### config.mk
export PLATFORM = sky130hd
export DESIGN_NAME = sbsram_pipe
export DESIGN_NICKNAME = d
export VERILOG_FILES = /design/src/rtl/sbsram_pkg.sv /design/src/rtl/sbsram_cmd_decode.sv /design/src/rtl/sbsram_burst_seq.sv /design/src/rtl/sbsram_array.sv /design/src/rtl/sbsram_pipe.sv
export SDC_FILE = /design/constraint.sdc
export NUM_CORES = 2
export LEC_CHECK = 0
export ABC_AREA = 0
export ABC_CLOCK_PERIOD_IN_PS = 19500
export BUFFER_PORTS_ARGS = -buffer_cell sky130_fd_sc_hd__buf_2
export CORE_MARGIN = 2
export CORE_UTILIZATION = 30
export CTS_CLUSTER_DIAMETER = 200
export DETAILED_ROUTE_END_ITERATION = 8
export PLACE_DENSITY_LB_ADDON = 0.15
export RECOVER_POWER = 50
export SKIP_CTS_REPAIR_TIMING = 1
export SKIP_LAST_GASP = 1
export SLEW_MARGIN = 20
export SYNTH_ARGS = -nofsm -noshare
export SYNTH_HDL_FRONTEND = slang
export SYNTH_SLANG_ARGS = --single-unit
### constraint.sdc
create_clock -name clk -period 19.5 [get_ports clk]
set_input_delay 0 -clock clk [delete_from_list [all_inputs] [get_ports clk]]
set_output_delay 0 -clock clk [all_outputs]
set_load 0.02 [all_outputs]
### src/rtl/sbsram_pkg.sv
package sbsram_pkg;

    localparam int LANES  = 8;
    localparam int LANE_W = 8;
    localparam int DW     = LANES * LANE_W;

    typedef enum logic [1:0] {
        OP_NOP = 2'd0,
        OP_RD  = 2'd1,
        OP_WR  = 2'd2
    } op_e;

    typedef struct packed {
        op_e              op;
        logic [LANES-1:0] mask;
        logic [DW-1:0]    data;
    } stage_t;

    // low two address bits for a burst position
    function automatic logic [1:0] burst_low(input logic [1:0] base,
                                             input logic [1:0] cnt,
                                             input logic       ilv);
        return ilv ? (base ^ cnt) : (base + cnt);
    endfunction

    // three-level write decode: write-all, then lane enable, then lane bits
    function automatic logic [LANES-1:0] lane_mask(input logic             all_n,
                                                   input logic             en_n,
                                                   input logic [LANES-1:0] bits_n);
        if (!all_n)
            return {LANES{1'b1}};
        else if (!en_n)
            return ~bits_n;
        else
            return '0;
    endfunction

endpackage

### src/rtl/sbsram_cmd_decode.sv
module sbsram_cmd_decode
    import sbsram_pkg::*;
(
    input  logic             sleep,
    input  logic             active,
    input  logic             cs0_n,
    input  logic             cs1,
    input  logic             cs2_n,
    input  logic             cs3,
    input  logic             cs4_n,
    input  logic             strobe_cpu_n,
    input  logic             strobe_ctl_n,
    input  logic             step_n,
    input  logic             wr_all_n,
    input  logic             lane_wr_en_n,
    input  logic [LANES-1:0] lane_wr_n,
    output op_e              nxt_op,
    output logic             load,
    output logic             step,
    output logic             desel,
    output logic [LANES-1:0] mask
);

    logic sel_all;
    logic cpu_start;
    logic any_start;

    assign sel_all   = !cs0_n && cs1 && !cs2_n && cs3 && !cs4_n;
    assign cpu_start = !strobe_cpu_n && !cs0_n;
    assign any_start = cpu_start || !strobe_ctl_n;
    assign mask      = lane_mask(wr_all_n, lane_wr_en_n, lane_wr_n);

    always_comb begin
        nxt_op = OP_NOP;
        load   = 1'b0;
        step   = 1'b0;
        desel  = 1'b0;
        if (!sleep) begin
            if (any_start) begin
                if (sel_all) begin
                    load   = 1'b1;
                    nxt_op = (cpu_start || (mask == '0)) ? OP_RD : OP_WR;
                end else begin
                    desel = 1'b1;
                end
            end else if (active) begin
                step   = !step_n;
                nxt_op = (mask == '0) ? OP_RD : OP_WR;
            end
        end
    end

endmodule

### src/rtl/sbsram_burst_seq.sv
module sbsram_burst_seq #(
    parameter int AW = 6
) (
    input  logic          clk,
    input  logic          rst,
    input  logic          ilv,
    input  logic          load,
    input  logic          step,
    input  logic [AW-1:0] addr_in,
    output logic [AW-1:0] addr_out
);
    import sbsram_pkg::*;

    logic [AW-1:0] base_q;
    logic [1:0]    cnt_q;

    always_ff @(posedge clk) begin
        if (rst) begin
            base_q <= '0;
            cnt_q  <= '0;
        end else if (load) begin
            base_q <= addr_in;
            cnt_q  <= '0;
        end else if (step) begin
            cnt_q  <= cnt_q + 2'd1;
        end
    end

    assign addr_out = {base_q[AW-1:2], burst_low(base_q[1:0], cnt_q, ilv)};

    // an advance moves the count by exactly one, wrapping at four
    a_r9_count_step: assert property (@(posedge clk) disable iff (rst)
        (step && !load) |=> (cnt_q == $past(cnt_q) + 2'd1));

    // without load or advance the burst position is held
    a_r11_hold: assert property (@(posedge clk) disable iff (rst)
        (!step && !load) |=> ($stable(cnt_q) && $stable(base_q)));

endmodule

### src/rtl/sbsram_array.sv
module sbsram_array #(
    parameter int AW = 6
) (
    input  logic                    clk,
    input  logic                    rst,
    input  logic                    sleep,
    input  sbsram_pkg::op_e         op,
    input  logic [AW-1:0]           addr,
    input  logic [sbsram_pkg::LANES-1:0] mask,
    input  logic [sbsram_pkg::DW-1:0]    wdata,
    output logic [sbsram_pkg::DW-1:0]    rdata,
    output logic                    rvalid
);
    import sbsram_pkg::*;

    localparam int DEPTH = 1 << AW;

    logic go;
    assign go = !rst && !sleep;

    for (genvar g = 0; g < LANES; g++) begin : g_lane
        logic [LANE_W-1:0] mem [DEPTH];
        logic [LANE_W-1:0] out_q;

        always_ff @(posedge clk) begin
            if (go && op == OP_WR && mask[g])
                mem[addr] <= wdata[g*LANE_W +: LANE_W];
            if (go && op == OP_RD)
                out_q <= mem[addr];
        end

        assign rdata[g*LANE_W +: LANE_W] = out_q;
    end

    always_ff @(posedge clk) begin
        if (rst)
            rvalid <= 1'b0;
        else
            rvalid <= !sleep && (op == OP_RD);
    end

endmodule

### src/rtl/sbsram_pipe.sv
module sbsram_pipe
    import sbsram_pkg::*;
#(
    parameter int AW = 6
) (
    input  logic          clk,
    input  logic          rst,
    input  logic          sleep,
    input  logic          burst_ilv,
    input  logic          oe_n,
    input  logic          cs0_n,
    input  logic          cs1,
    input  logic          cs2_n,
    input  logic          cs3,
    input  logic          cs4_n,
    input  logic          strobe_cpu_n,
    input  logic          strobe_ctl_n,
    input  logic          step_n,
    input  logic          wr_all_n,
    input  logic          lane_wr_en_n,
    input  logic [7:0]    lane_wr_n,
    input  logic [AW-1:0] addr,
    input  logic [63:0]   din,
    output logic [63:0]   dout,
    output logic          dout_vld
);

    op_e              nxt_op;
    logic             load;
    logic             step;
    logic             desel;
    logic [LANES-1:0] mask;
    logic             active_q;
    stage_t           stage_q;
    logic [AW-1:0]    acc_addr;
    logic [DW-1:0]    rd_data;
    logic             rd_valid;

    sbsram_cmd_decode u_dec (
        .sleep        (sleep),
        .active       (active_q),
        .cs0_n        (cs0_n),
        .cs1          (cs1),
        .cs2_n        (cs2_n),
        .cs3          (cs3),
        .cs4_n        (cs4_n),
        .strobe_cpu_n (strobe_cpu_n),
        .strobe_ctl_n (strobe_ctl_n),
        .step_n       (step_n),
        .wr_all_n     (wr_all_n),
        .lane_wr_en_n (lane_wr_en_n),
        .lane_wr_n    (lane_wr_n),
        .nxt_op       (nxt_op),
        .load         (load),
        .step         (step),
        .desel        (desel),
        .mask         (mask)
    );

    always_ff @(posedge clk) begin
        if (rst)
            active_q <= 1'b0;
        else if (load)
            active_q <= 1'b1;
        else if (desel)
            active_q <= 1'b0;
    end

    always_ff @(posedge clk) begin
        if (rst) begin
            stage_q.op   <= OP_NOP;
            stage_q.mask <= '0;
            stage_q.data <= '0;
        end else begin
            stage_q.op   <= nxt_op;
            stage_q.mask <= mask;
            stage_q.data <= din;
        end
    end

    sbsram_burst_seq #(.AW(AW)) u_seq (
        .clk      (clk),
        .rst      (rst),
        .ilv      (burst_ilv),
        .load     (load),
        .step     (step),
        .addr_in  (addr),
        .addr_out (acc_addr)
    );

    sbsram_array #(.AW(AW)) u_mem (
        .clk    (clk),
        .rst    (rst),
        .sleep  (sleep),
        .op     (stage_q.op),
        .addr   (acc_addr),
        .mask   (stage_q.mask),
        .wdata  (stage_q.data),
        .rdata  (rd_data),
        .rvalid (rd_valid)
    );

    assign dout_vld = rd_valid && !oe_n && !sleep;
    assign dout     = dout_vld ? rd_data : '0;

    // an unselected start ends the burst and queues no access
    a_r1_deselect: assert property (@(posedge clk) disable iff (rst)
        (!sleep && !strobe_ctl_n && !(cs1 && cs3 && !cs0_n && !cs2_n && !cs4_n))
        |=> (!active_q && stage_q.op == OP_NOP));

    // a selected processor strobe queues a read
    a_r2_cpu_read: assert property (@(posedge clk) disable iff (rst)
        (!sleep && !strobe_cpu_n && !cs0_n && cs1 && !cs2_n && cs3 && !cs4_n)
        |=> (stage_q.op == OP_RD));

    // a completed write leaves the output undriven
    a_r8_quiet_after_write: assert property (@(posedge clk) disable iff (rst)
        (stage_q.op == OP_WR) |=> !dout_vld);

    // output enable high keeps the bus undriven
    a_r8_oe_gate: assert property (@(posedge clk) disable iff (rst)
        oe_n |-> !dout_vld);

    // nothing is driven while asleep
    a_r12_sleep_quiet: assert property (@(posedge clk) disable iff (rst)
        sleep |-> !dout_vld);

endmodule

==> results_dict.tcl <==
set metrics [dict create \
    grt_max_degree 136 \
    wl_met2_microns 253000 \
    regToRegStartpoint "stage_q[72]$_SDFF_PP0_" \
    hold_path.class "in2reg" \
    pwr-share-comb 0.015 \
    design_area_sq_um 190000 \
    synth_cells 8714 \
    clockRootBuffer "clkbuf_16" \
    cts_buffer_depth 4 \
    rsz0062_at_grt "false" \
    syn_nets 8808 \
    met1_length_microns 226000 \
    place_area_sq_um 173000 \
    ys_warn_count 0 \
    synth_ff_type "edfxtp_1" \
    power_frac_clock 0.455 \
    multi_input_area_sq_um 34800 \
    fillers 50932 \
    clock.fmax_ghz 0.142 \
    viasPerCell 5.10 \
    layout-drive-gt1-share 0.196 \
    place_inst 15795 \
    crit_end "u_mem.g_lane[4].out_q[6]$_DFFE_PP_" \
    crit_family "buffers and inverters" \
    drv_slew 4318 \
    async_reset_ff_frac 0 \
    r2r_cells 3 \
    ff_latch_area_sq_um 127000 \
    path_clk_slew_ns 0.06 \
    drt-total-wl_microns 529000 \
    critPathLaunch "rst" \
    syn_area_sq_um 163000 \
    slowest_delay_ns 2.49 \
    vias 86474 \
    die_h_microns 742 \
    dp_hpwl_microns 319000 \
    crit_top_cell "clkbuf_1" \
    end_kind "flip-flop" \
    p_int_mw 15.0 \
    relSlewSlack -1.64 \
    synth.avg_cell_area_sq_um 18.7 \
    cp_num_cells 5 \
    core_sq_um 544000 \
    fin_setup_tns_ns 0 \
    period_needed_ns 7.03 \
    timing_worst_setup_path_type "in2reg" \
    drc 0 \
    first_pass_iters 6 \
    crit_chain "dlygate4sd3_1, clkbuf_1, nor4b_1, clkbuf_1, clkbuf_1" \
    seq_power_share 0.531 \
    status "finished, violations left" \
    crit_arrival_ns 7.58 \
    finalCritPeriodShare 0.360 \
    cts.sink_count 4244 \
    ys_types 55 \
    fin_worst_skew_ns 0.0518 \
    holdPathStages 4 \
    start_util 0.301 \
    tightest_slew_ns 3.96 \
    fin_nets 9358 \
    antenna_found_initial 69 \
    cts_buffers 461 \
    max-vdd-ir-drop_mv 0.0824 \
    area_delta_synth_final_pct 16.4 \
    crit_path_top_delay_cell "clkbuf_1" \
    io_buffers 157 \
    gp_congestion 0.786 \
    die_area_sq_um 550000 \
    utilization 0.350 \
    yosysSeqAreaShare 0.775 \
    overflow 0 \
    grt_pass1_wl_microns 723000 \
    power_density_nw_per_um2 99.6 \
    start_kind "primary input" \
    synth.ff_latch_count 4244 \
    final_hold_viol_count 0 \
    drt-wirelength-per-cell_microns 31.2 \
    htree_num_levels 5 \
    worstPathRequired_ns 20.05 \
    grt_pass1_vias 86118 \
    power_leakage_nw 57.4 \
    wl_met3_microns 35000 \
    p_sw_mw 3.90 \
    finalSetupViolations 0 \
    num_rows 271 \
    reg2reg_slack_ns 13.66 \
    drt_iter0_markers 9599 \
    synth-edff-count 4160 \
    pin_count 158 \
    ant_nets 0 \
    violations "capacitance limit, slew limit" \
    track_usage 0.187 \
    cap_violations 70 \
    swShare 0.206 \
    cts_tree "done" \
    clk_latency_ns 1.02 \
    hold_ws_ns 0.131 \
    die_w_microns 742 \
    worstPathMaxFanout 42 \
    top_layer_used "met5" \
    r2r-end "u_mem.g_lane[4].out_q[6]$_DFFE_PP_" \
    fin_cells 16946 \
    worst-path-buf-inv 4 \
]
[worst min path at each step]
stage | from | to | slack, ns
2_1_floorplan | sleep | u_mem.rvalid$_SDFF_PP0_ | 0.08
3_3_place_gp | din[6] | stage_q[6]$_SDFF_PP0_ | 0.22
3_5_place_dp | din[35] | stage_q[35]$_SDFF_PP0_ | 0.21
4_1_cts | din[35] | stage_q[35]$_SDFF_PP0_ | -0.93
5_1_grt | lane_wr_en_n | stage_q[72]$_SDFF_PP0_ | 0.15
6_report | lane_wr_en_n | stage_q[72]$_SDFF_PP0_ | 0.13
[cell type report]
class                   instances  area share
diodes                         55    0.000724
clock buffers                 587      0.0639
clock inverters               269      0.0134
inverters                       1   0.0000197
multi-input cells            3934       0.183
flip-flops and latches       4244       0.666
well taps                    7234      0.0476
repair buffers                622      0.0253
[state kept, by name (all words and copies together), names as in the netlist]
signal / count
u_seq.base_q: 6
u_seq.cnt_q: 2
u_mem.g_lane.out_q: 64
u_mem.g_lane.mem: 4096
u_mem.rvalid: 1
active_q: 1
stage_q: 74
[worst register-to-register path: cells and delay by family, from the launching register on]
kind	cells	cell delay [ns]
buffers and inverters	2	4.11
DFF	1	0.37
and+or+nand+nor	1	0.82
[cells in the final DEF, fill, tap and decap left out, drive strengths merged, types with 28 or more instances in the layout]
cell type	n
and2	73
nor3	31
clkinv	204
nand2	829
o22ai	187
o221ai	28
nor2b	73
dlygate4sd3	239
a211oi	59
diode	55
mux2	61
nor2	775
a31oi	244
nand4	65
bufinv	40
mux2i	296
buf	313
edfxtp	4160
dfxtp	84
nand3	295
mux4	770
clkbuf	657
a21oi	36
[per-layer routing]
layer	vias up	GRT usage
li1	36059	-
met1	46616	0.256
met2	3099	0.305
met3	696	0.0343
met4	4	0.0504
met5	-	0
[synthesized netlist by cell type, types with 25 or more instances]
cell / instances / area (sq um)
a31oi_1: 244 / 1530
nor3_1: 30 / 150
nand4_1: 65 / 407
o221ai_1: 28 / 245
nand2_1: 829 / 3110
buf_4: 25 / 188
o22ai_1: 187 / 1170
dfxtp_1: 84 / 1680
a21oi_1: 36 / 180
mux2i_1: 296 / 2960
a211oi_1: 59 / 443
mux2_2: 61 / 687
buf_1: 60 / 225
mux4_2: 770 / 17300
buf_2: 188 / 941
and2_1: 72 / 450
nor2_1: 773 / 2900
nand3_1: 295 / 1480
clkbuf_1: 261 / 980
nor2b_1: 73 / 457
edfxtp_1: 4160 / 125000
[power groups by stage]
stage	clock, mW	sequential (mW)	combinational, mW
detailed placement	0	10.2	0.259
finish	8.61	10.0	0.281
global placement	0	10.2	0.249
CTS	8.79	10.0	0.259
floorplan	0	10.3	0.0524
global route	9.13	10.0	0.305
[cell families after synthesis]
logic type,share of synthesized area
flip-flops,0.775
AND/OR/NAND/NOR,0.0563
multiplexers,0.128
AO/OA/AOI/OAI,0.0252
buffers and inverters,0.0144
XOR/XNOR,0.000597
adder cells (fa/ha/maj),0.0000766
[through the flow]
step	power (mW)	worst slack, ns
global placement	10.5	13.86
CTS	19.1	13.79
floorplan	10.3	11.81
detailed placement	10.5	13.81
finish	18.9	12.47
global route	19.5	12.03
(Power assumes the default switching activity.)
